**config.mk**
```make
export PLATFORM = sky130hd
export DESIGN_NAME = sympwm_db
export DESIGN_NICKNAME = d
export VERILOG_FILES = /design/src/rtl/sympwm_pkg.sv /design/src/rtl/sympwm_prescale.sv /design/src/rtl/sympwm_timebase.sv /design/src/rtl/sympwm_deadband.sv /design/src/rtl/sympwm_event.sv /design/src/rtl/sympwm_db.sv
export SDC_FILE = /design/constraint.sdc
export NUM_CORES = 1
export LEC_CHECK = 0
export ABC_AREA = 1
export BUFFER_PORTS_ARGS = -buffer_cell sky130_fd_sc_hd__buf_2
export CAP_MARGIN = 5
export CORE_ASPECT_RATIO = 0.6
export CORE_UTILIZATION = 57
export CTS_BUF_LIST = sky130_fd_sc_hd__clkbuf_8
export CTS_CLUSTER_DIAMETER = 150
export DETAILED_ROUTE_END_ITERATION = 12
export GPL_TIMING_DRIVEN = 0
export PLACE_DENSITY = 0.77
export RECOVER_POWER = 50
export SYNTH_ARGS = -nofsm -noshare
export SYNTH_HDL_FRONTEND = slang
export SYNTH_HIERARCHICAL = 1
export SYNTH_SLANG_ARGS = --single-unit
```
**constraint.sdc**
```tcl
create_clock -name clk -period 3.1 [get_ports clk]
set_clock_uncertainty 0.05 [all_clocks]
set_input_delay 0.31 -clock clk [delete_from_list [all_inputs] [get_ports clk]]
set_output_delay 0.31 -clock clk [all_outputs]
set_load 0.005 [all_outputs]
```
**src/rtl/sympwm_pkg.sv**
```systemverilog
package sympwm_pkg;
    typedef enum logic {
        DIR_DOWN = 1'b0,
        DIR_UP   = 1'b1
    } cnt_dir_e;
endpackage

```
**src/rtl/sympwm_prescale.sv**
```systemverilog
module sympwm_prescale #(
    parameter int CKDIV_W = 3,
    parameter int HSP_W   = 3
) (
    input  logic               clk,
    input  logic               rst_n,
    input  logic [CKDIV_W-1:0] clk_div_sel,
    input  logic [HSP_W-1:0]   hs_div_sel,
    output logic               tick
);
    localparam int CK_MAX  = (1 << CKDIV_W) - 1;
    localparam int HSP_MAX = 2 * ((1 << HSP_W) - 1);
    localparam int PS_W    = $clog2((1 << CK_MAX) * HSP_MAX + 1);

    typedef struct packed {
        logic [PS_W-1:0] cnt;
    } ps_state_t;

    ps_state_t state_d, state_q;
    logic [PS_W-1:0] hs_factor;
    logic [PS_W-1:0] ratio;

    always_comb begin
        hs_factor = (hs_div_sel == '0) ? PS_W'(1) : PS_W'({hs_div_sel, 1'b0});
        ratio     = (PS_W'(1) << clk_div_sel) * hs_factor;
        tick      = (state_q.cnt >= ratio - PS_W'(1));
        state_d   = state_q;
        state_d.cnt = tick ? '0 : state_q.cnt + PS_W'(1);
    end

    always_ff @(posedge clk or negedge rst_n) begin
        if (!rst_n) state_q <= '0;
        else        state_q <= state_d;
    end

    AST_TICK_GAP: assert property (@(posedge clk) disable iff (!rst_n)
        (tick && ratio != PS_W'(1)) |=> (!tick || ratio == PS_W'(1)));
endmodule

```
**src/rtl/sympwm_timebase.sv**
```systemverilog
module sympwm_timebase
    import sympwm_pkg::*;
#(
    parameter int CNT_W = 16
) (
    input  logic             clk,
    input  logic             rst_n,
    input  logic             tick,
    input  logic [CNT_W-1:0] period,
    input  logic [CNT_W-1:0] cmp_val,
    output logic             raw,
    output logic             down_evt
);
    typedef struct packed {
        logic [CNT_W-1:0] cnt;
        cnt_dir_e         dir;
        logic [CNT_W-1:0] cmp_act;
        logic             raw;
    } tb_state_t;

    tb_state_t state_d, state_q;
    logic up_step;
    logic at_cmp;

    always_comb begin
        up_step  = (state_q.dir == DIR_UP && state_q.cnt < period) ||
                   (state_q.dir == DIR_DOWN && state_q.cnt == '0);
        at_cmp   = (state_q.cnt == state_q.cmp_act);
        down_evt = tick && at_cmp && !up_step;
        state_d  = state_q;
        if (tick) begin
            if (up_step) begin
                state_d.dir = DIR_UP;
                state_d.cnt = state_q.cnt + CNT_W'(1);
                if (at_cmp) state_d.raw = 1'b1;
            end else begin
                state_d.dir = DIR_DOWN;
                state_d.cnt = state_q.cnt - CNT_W'(1);
                if (at_cmp) state_d.raw = 1'b0;
            end
            if (state_q.cnt == '0) state_d.cmp_act = cmp_val;
        end
    end

    always_ff @(posedge clk or negedge rst_n) begin
        if (!rst_n) begin
            state_q.cnt     <= '0;
            state_q.dir     <= DIR_DOWN;
            state_q.cmp_act <= '1;
            state_q.raw     <= 1'b0;
        end else begin
            state_q <= state_d;
        end
    end

    assign raw = state_q.raw;

    AST_CNT_HOLD: assert property (@(posedge clk) disable iff (!rst_n)
        !tick |=> $stable(state_q.cnt));
    AST_RAW_ON_TICK: assert property (@(posedge clk) disable iff (!rst_n)
        !tick |=> $stable(raw));
    AST_CMP_LOAD_AT_ZERO: assert property (@(posedge clk) disable iff (!rst_n)
        !(tick && state_q.cnt == '0) |=> $stable(state_q.cmp_act));
endmodule

```
**src/rtl/sympwm_deadband.sv**
```systemverilog
module sympwm_deadband #(
    parameter int CNT_W = 16
) (
    input  logic             clk,
    input  logic             rst_n,
    input  logic             tick,
    input  logic             raw,
    input  logic [CNT_W-1:0] rise_dly,
    input  logic [CNT_W-1:0] fall_dly,
    input  logic [1:0]       out_sel,
    input  logic [1:0]       pol_sel,
    output logic             pwm_a,
    output logic             pwm_b
);
    typedef struct packed {
        logic [CNT_W-1:0] rcnt;
        logic [CNT_W-1:0] fcnt;
        logic             rise_o;
        logic             fall_o;
        logic             raw_d;
    } db_state_t;

    db_state_t state_d, state_q;

    always_comb begin
        state_d       = state_q;
        state_d.raw_d = raw;
        if (raw) begin
            state_d.fcnt = '0;
            if (tick && state_q.rcnt < rise_dly) state_d.rcnt = state_q.rcnt + CNT_W'(1);
        end else begin
            state_d.rcnt = '0;
            if (tick && state_q.fcnt < fall_dly) state_d.fcnt = state_q.fcnt + CNT_W'(1);
        end
        state_d.rise_o = raw && (state_q.rcnt >= rise_dly);
        state_d.fall_o = raw || (state_q.fcnt < fall_dly);
    end

    always_ff @(posedge clk or negedge rst_n) begin
        if (!rst_n) begin
            state_q.rcnt   <= '0;
            state_q.fcnt   <= '1;
            state_q.rise_o <= 1'b0;
            state_q.fall_o <= 1'b0;
            state_q.raw_d  <= 1'b0;
        end else begin
            state_q <= state_d;
        end
    end

    assign pwm_a = pol_sel[0] ^ (out_sel[1] ? state_q.rise_o : state_q.raw_d);
    assign pwm_b = pol_sel[1] ^ (out_sel[0] ? state_q.fall_o : state_q.raw_d);

    AST_RISE_DROPS_WITH_RAW: assert property (@(posedge clk) disable iff (!rst_n)
        !raw |=> !state_q.rise_o);
    AST_FALL_HELD_BY_RAW: assert property (@(posedge clk) disable iff (!rst_n)
        raw |=> state_q.fall_o);
endmodule

```
**src/rtl/sympwm_event.sv**
```systemverilog
module sympwm_event #(
    parameter int EVPS_W = 2
) (
    input  logic              clk,
    input  logic              rst_n,
    input  logic              down_evt,
    input  logic [EVPS_W-1:0] evt_div,
    input  logic              irq_en,
    input  logic              irq_clr,
    output logic              irq
);
    typedef struct packed {
        logic [EVPS_W-1:0] evcnt;
        logic              flag;
    } ev_state_t;

    ev_state_t state_d, state_q;
    logic [EVPS_W-1:0] cnt_next;
    logic fire;

    always_comb begin
        cnt_next = state_q.evcnt + EVPS_W'(1);
        fire     = down_evt && (evt_div != '0) && (cnt_next == evt_div);
        state_d  = state_q;
        if (down_evt && evt_div != '0) state_d.evcnt = fire ? '0 : cnt_next;
        state_d.flag = fire || (state_q.flag && !irq_clr);
    end

    always_ff @(posedge clk or negedge rst_n) begin
        if (!rst_n) state_q <= '0;
        else        state_q <= state_d;
    end

    assign irq = state_q.flag && irq_en;

    AST_FLAG_STICKY: assert property (@(posedge clk) disable iff (!rst_n)
        (state_q.flag && !irq_clr) |=> state_q.flag);
    AST_NO_FIRE_DISABLED: assert property (@(posedge clk) disable iff (!rst_n)
        (evt_div == '0 && !state_q.flag) |=> !state_q.flag);
endmodule

```
**src/rtl/sympwm_db.sv**
```systemverilog
module sympwm_db #(
    parameter int CNT_W   = 16,
    parameter int CKDIV_W = 3,
    parameter int HSP_W   = 3,
    parameter int EVPS_W  = 2
) (
    input  logic               clk,
    input  logic               rst_n,
    input  logic [CKDIV_W-1:0] clk_div_sel,
    input  logic [HSP_W-1:0]   hs_div_sel,
    input  logic [CNT_W-1:0]   period,
    input  logic [CNT_W-1:0]   cmp_val,
    input  logic [CNT_W-1:0]   rise_dly,
    input  logic [CNT_W-1:0]   fall_dly,
    input  logic [1:0]         out_sel,
    input  logic [1:0]         pol_sel,
    input  logic [EVPS_W-1:0]  evt_div,
    input  logic               irq_en,
    input  logic               irq_clr,
    output logic               pwm_a,
    output logic               pwm_b,
    output logic               irq
);
    logic tick;
    logic raw;
    logic down_evt;

    sympwm_prescale #(.CKDIV_W(CKDIV_W), .HSP_W(HSP_W)) u_prescale (
        .clk(clk), .rst_n(rst_n), .clk_div_sel(clk_div_sel),
        .hs_div_sel(hs_div_sel), .tick(tick)
    );

    sympwm_timebase #(.CNT_W(CNT_W)) u_timebase (
        .clk(clk), .rst_n(rst_n), .tick(tick), .period(period),
        .cmp_val(cmp_val), .raw(raw), .down_evt(down_evt)
    );

    sympwm_deadband #(.CNT_W(CNT_W)) u_deadband (
        .clk(clk), .rst_n(rst_n), .tick(tick), .raw(raw),
        .rise_dly(rise_dly), .fall_dly(fall_dly), .out_sel(out_sel),
        .pol_sel(pol_sel), .pwm_a(pwm_a), .pwm_b(pwm_b)
    );

    sympwm_event #(.EVPS_W(EVPS_W)) u_event (
        .clk(clk), .rst_n(rst_n), .down_evt(down_evt), .evt_div(evt_div),
        .irq_en(irq_en), .irq_clr(irq_clr), .irq(irq)
    );
endmodule

```
==> summary.txt <==
Pwr
  – P_leak: 5.44 nW
  – Max IR drop VDD: 391 uV
  – Pwr Total: 5.90 mW
  – PwrDens: 563 nW/um^2

Setup path
  – WP data arrival: 5530 ps
  – Most frequent CP cell: nand2_1
  – Critical path class: input port to register
  – Critical path's slowest cell: fa_1
  – Nature of the critical path startpoint: input port
  – CP Max Fanout: 5
  – Critical Path End Type: register
  – Critical Path Max Stage Delay: 520 ps
  – Critical path required time: 3310 ps

Placed design
  – Port Buffers: 77
  – RePlAce Congestion: 0.927
  – DP HPWL: 15700 um

GRT
  – Total GRT Usage: 0.302
  – Initial antenna violation count: 1
  – Vias in the first global route: 7290
  – Grt ovf: 0
  – First-pass GRT wire length: 35200 um
  – Largest net degree at the start of global routing: 70

Clock tree
  – Clk sink count: 83
  – Latest clock arrival within the worst-skew pair: 370 ps
  – CTS Buf Count: 9
  – Root buffer cell: clkbuf_8
  – CTS tree: yes
  – Worst-path clk slew: 80 ps
  – Clk buf depth: 2
  – H-tree levels: 3

Routing
  – DRC viols: 0
  – DR vias: 8166
  – Total wire length: 23300 um
  – Antenna-violating nets left: 0
  – Routed WL per cell: 15.6 um
  – 1st-iter DRT viols: 683
  – Routed vias/inst: 5.47
  – TritonRoute pass-1 iters: 5

Synthesis
  – Yosys warns: 6
  – Post-Syn Area per Cell: 7.11 sq um
  – Netlist cell types: 48
  – Yosys reg bits: 83
  – Synth Instances: 1157
  – Sequential-to-total area share from yosys stat: 0.257
  – Syn nets: 1346
  – Mapped Area: 8220 sq um

Timing
  – Minimum clock period: 5330 ps
  – Fin crit share: 1.72
  – RSZ-0062 raised after global routing: true
  – Final setup vio count: 80
  – Slew margin rel.: -0.0338
  – Final WS setup: -2230 ps
  – Total Negative Setup Slacks: -134020 ps
  – Tightest Pin Transition: 1550 ps
  – Hold violation total from the final report: 0
  – Max-slew violations: 70
  – Fmax: 0.188 GHz

Outcome
  – Outcome: finished with violations
  – Failing checks: max-capacitance violations, max-slew violations, negative setup slack

Die
  – Io pins: 83
  – Die Span X: 157 um
  – Starting Density: 0.593
  – Row cnt: 33
  – Die area: 14900 sq um
  – Core area: 13900 sq um
  – Die H: 95.0 um

Cells and area
  – Area delta synth->final: 27.4%
  – Layout Nets: 1485
  – Register area: 2120 sq um
  – Multi-input combinational cell area: 5950 sq um
  – Layout cells sized above 1: 0.298
  – FILL cells: 1009

Flow run
  – Max-cap viol count: 1

Min path
  – Worst hold path class: input port to register
## path summary, 6_finish.rpt
path	from	to	slack, ps	depth (start not counted)
max	clk_div_sel[0]	u_event/state_q[1]	-2230	37
max reg2reg	u_timebase/state_q[23]	u_timebase/state_q[32]	-470	19
min reg2reg	u_timebase/raw	u_deadband/state_q[0]	380	0
min	irq_clr	u_event/state_q[0]	90	2
max in group asynchronous	rst_n	u_deadband/state_q[0]	480	3
min in group asynchronous	rst_n	u_timebase/state_q[32]	500	2
## final cells by class
type / count / share of cell area
inverter: 192 / 0.0723
clock buffer: 11 / 0.0144
sequential: 83 / 0.202
timing repair buffer: 126 / 0.0892
multi-input combinational: 862 / 0.567
clock inverter: 5 / 0.00728
antenna: 1 / 0.000239
tap: 192 / 0.0229
buffer: 22 / 0.0242
## cell usage after synthesis (all sizes together)
| cell type | instances | area share |
|---|---|---|
| fa | 14 | 0.034 |
| o21ai | 43 | 0.028 |
| ha | 95 | 0.14 |
| buf | 15 | 0.015 |
| a21boi | 1 | 0.0014 |
| nand3 | 92 | 0.063 |
| nor2 | 117 | 0.063 |
| and2 | 1 | 0.00076 |
| o21bai | 7 | 0.0068 |
| nor3 | 25 | 0.023 |
| or2 | 3 | 0.0023 |
| a31o | 1 | 0.0011 |
| nand3b | 4 | 0.0037 |
| clkbuf | 7 | 0.0032 |
| nand2 | 333 | 0.16 |
| xnor2 | 14 | 0.015 |
| a21oi | 41 | 0.026 |
| nand4 | 21 | 0.016 |
| inv | 192 | 0.088 |
| o22ai | 1 | 0.00076 |
| a31oi | 3 | 0.0023 |
| xor2 | 26 | 0.028 |
| dfrtp | 51 | 0.16 |
| nor4 | 5 | 0.0053 |
| dfstp | 32 | 0.10 |
| a21o | 4 | 0.0037 |
| nor3b | 2 | 0.0018 |
| a211oi | 1 | 0.00091 |
| mux2 | 6 | 0.0082 |
## placed cells by master (no fill, tap or decap), types with 19 or more instances in the layout
cell type,count
buf_2,80
o21ai_0,24
inv_1,168
nand2_1,262
nor2_1,84
nand2_2,58
nand3_1,68
nand3_2,20
nand4_1,21
ha_1,83
buf_4,25
a21oi_1,36
dfstp_2,32
nor2_4,19
dfrtp_1,51
inv_2,21
xor2_1,26
## registers in the layout, summed over array words and instances, names as in the netlist
signal	flops
u_prescale/state_q	11
u_deadband/state_q	35
u_timebase/state_q	33
u_timebase/raw	1
u_event/state_q	3
## worst max-delay path, delay by kind of cell
family	cells	cell delay, ps
fa+ha+maj	5	1830
compound gates	3	450
simple gates	19	2240
buf+inv	10	680
## per-layer routing
layer  vias up  GRT usage  part of all wire
met5         -          0                 0
met4         0     0.0647             0.014
met3        46     0.0477             0.082
met2       362      0.466              0.45
met1      3784      0.445              0.46
li1       3974          -                 -
## cell families (layout without fill, tap and decap cells)
kind of cell | after synthesis | count (layout) | synth area share
other cells | 0 | 1 | 0
compound gates | 102 | 102 | 0.0703
xor+xnor | 40 | 40 | 0.0426
flops | 83 | 83 | 0.257
fa+ha+maj | 109 | 109 | 0.179
buf+inv | 214 | 356 | 0.105
mux | 6 | 6 | 0.00821
simple gates | 603 | 605 | 0.337
## where the power goes
group	switching [mW]	leakage (nW)	internal, mW
Combinational	2.16	4.33	1.34
Clock	0.411	0.118	0.494
Sequential	0.259	1.00	1.24
Total	2.83	5.44	3.07
## per-stage QoR
stage | area (sq um) | std cells | hold slack [ps] | setup slack (ps) | utilization
after floorplan | 8470 | 1157 | -35.6 | -2010 | -
after global placement | 9090 | 1426 | 369 | -2680 | 0.655
after detailed placement | 9120 | 1427 | 139 | -2830 | 0.658
after CTS | 9840 | 1473 | 89.4 | -1930 | 0.709
after global routing | 10500 | 1494 | 89.4 | -2440 | 0.755
final | 10500 | 1494 | 88.1 | -2230 | 0.755
## timing repair
item / CTS / global route
cloned: 3 / 5
pin swaps: 37 / 21
hold endpoints to repair: 14 / 0
setup endpoints to repair: 80 / 80
gates resized for setup: 53 / 123
setup buffers: 26 / 16
hold buffers: 1 / 0
Note: power is estimated with default switching activity, not from simulation.
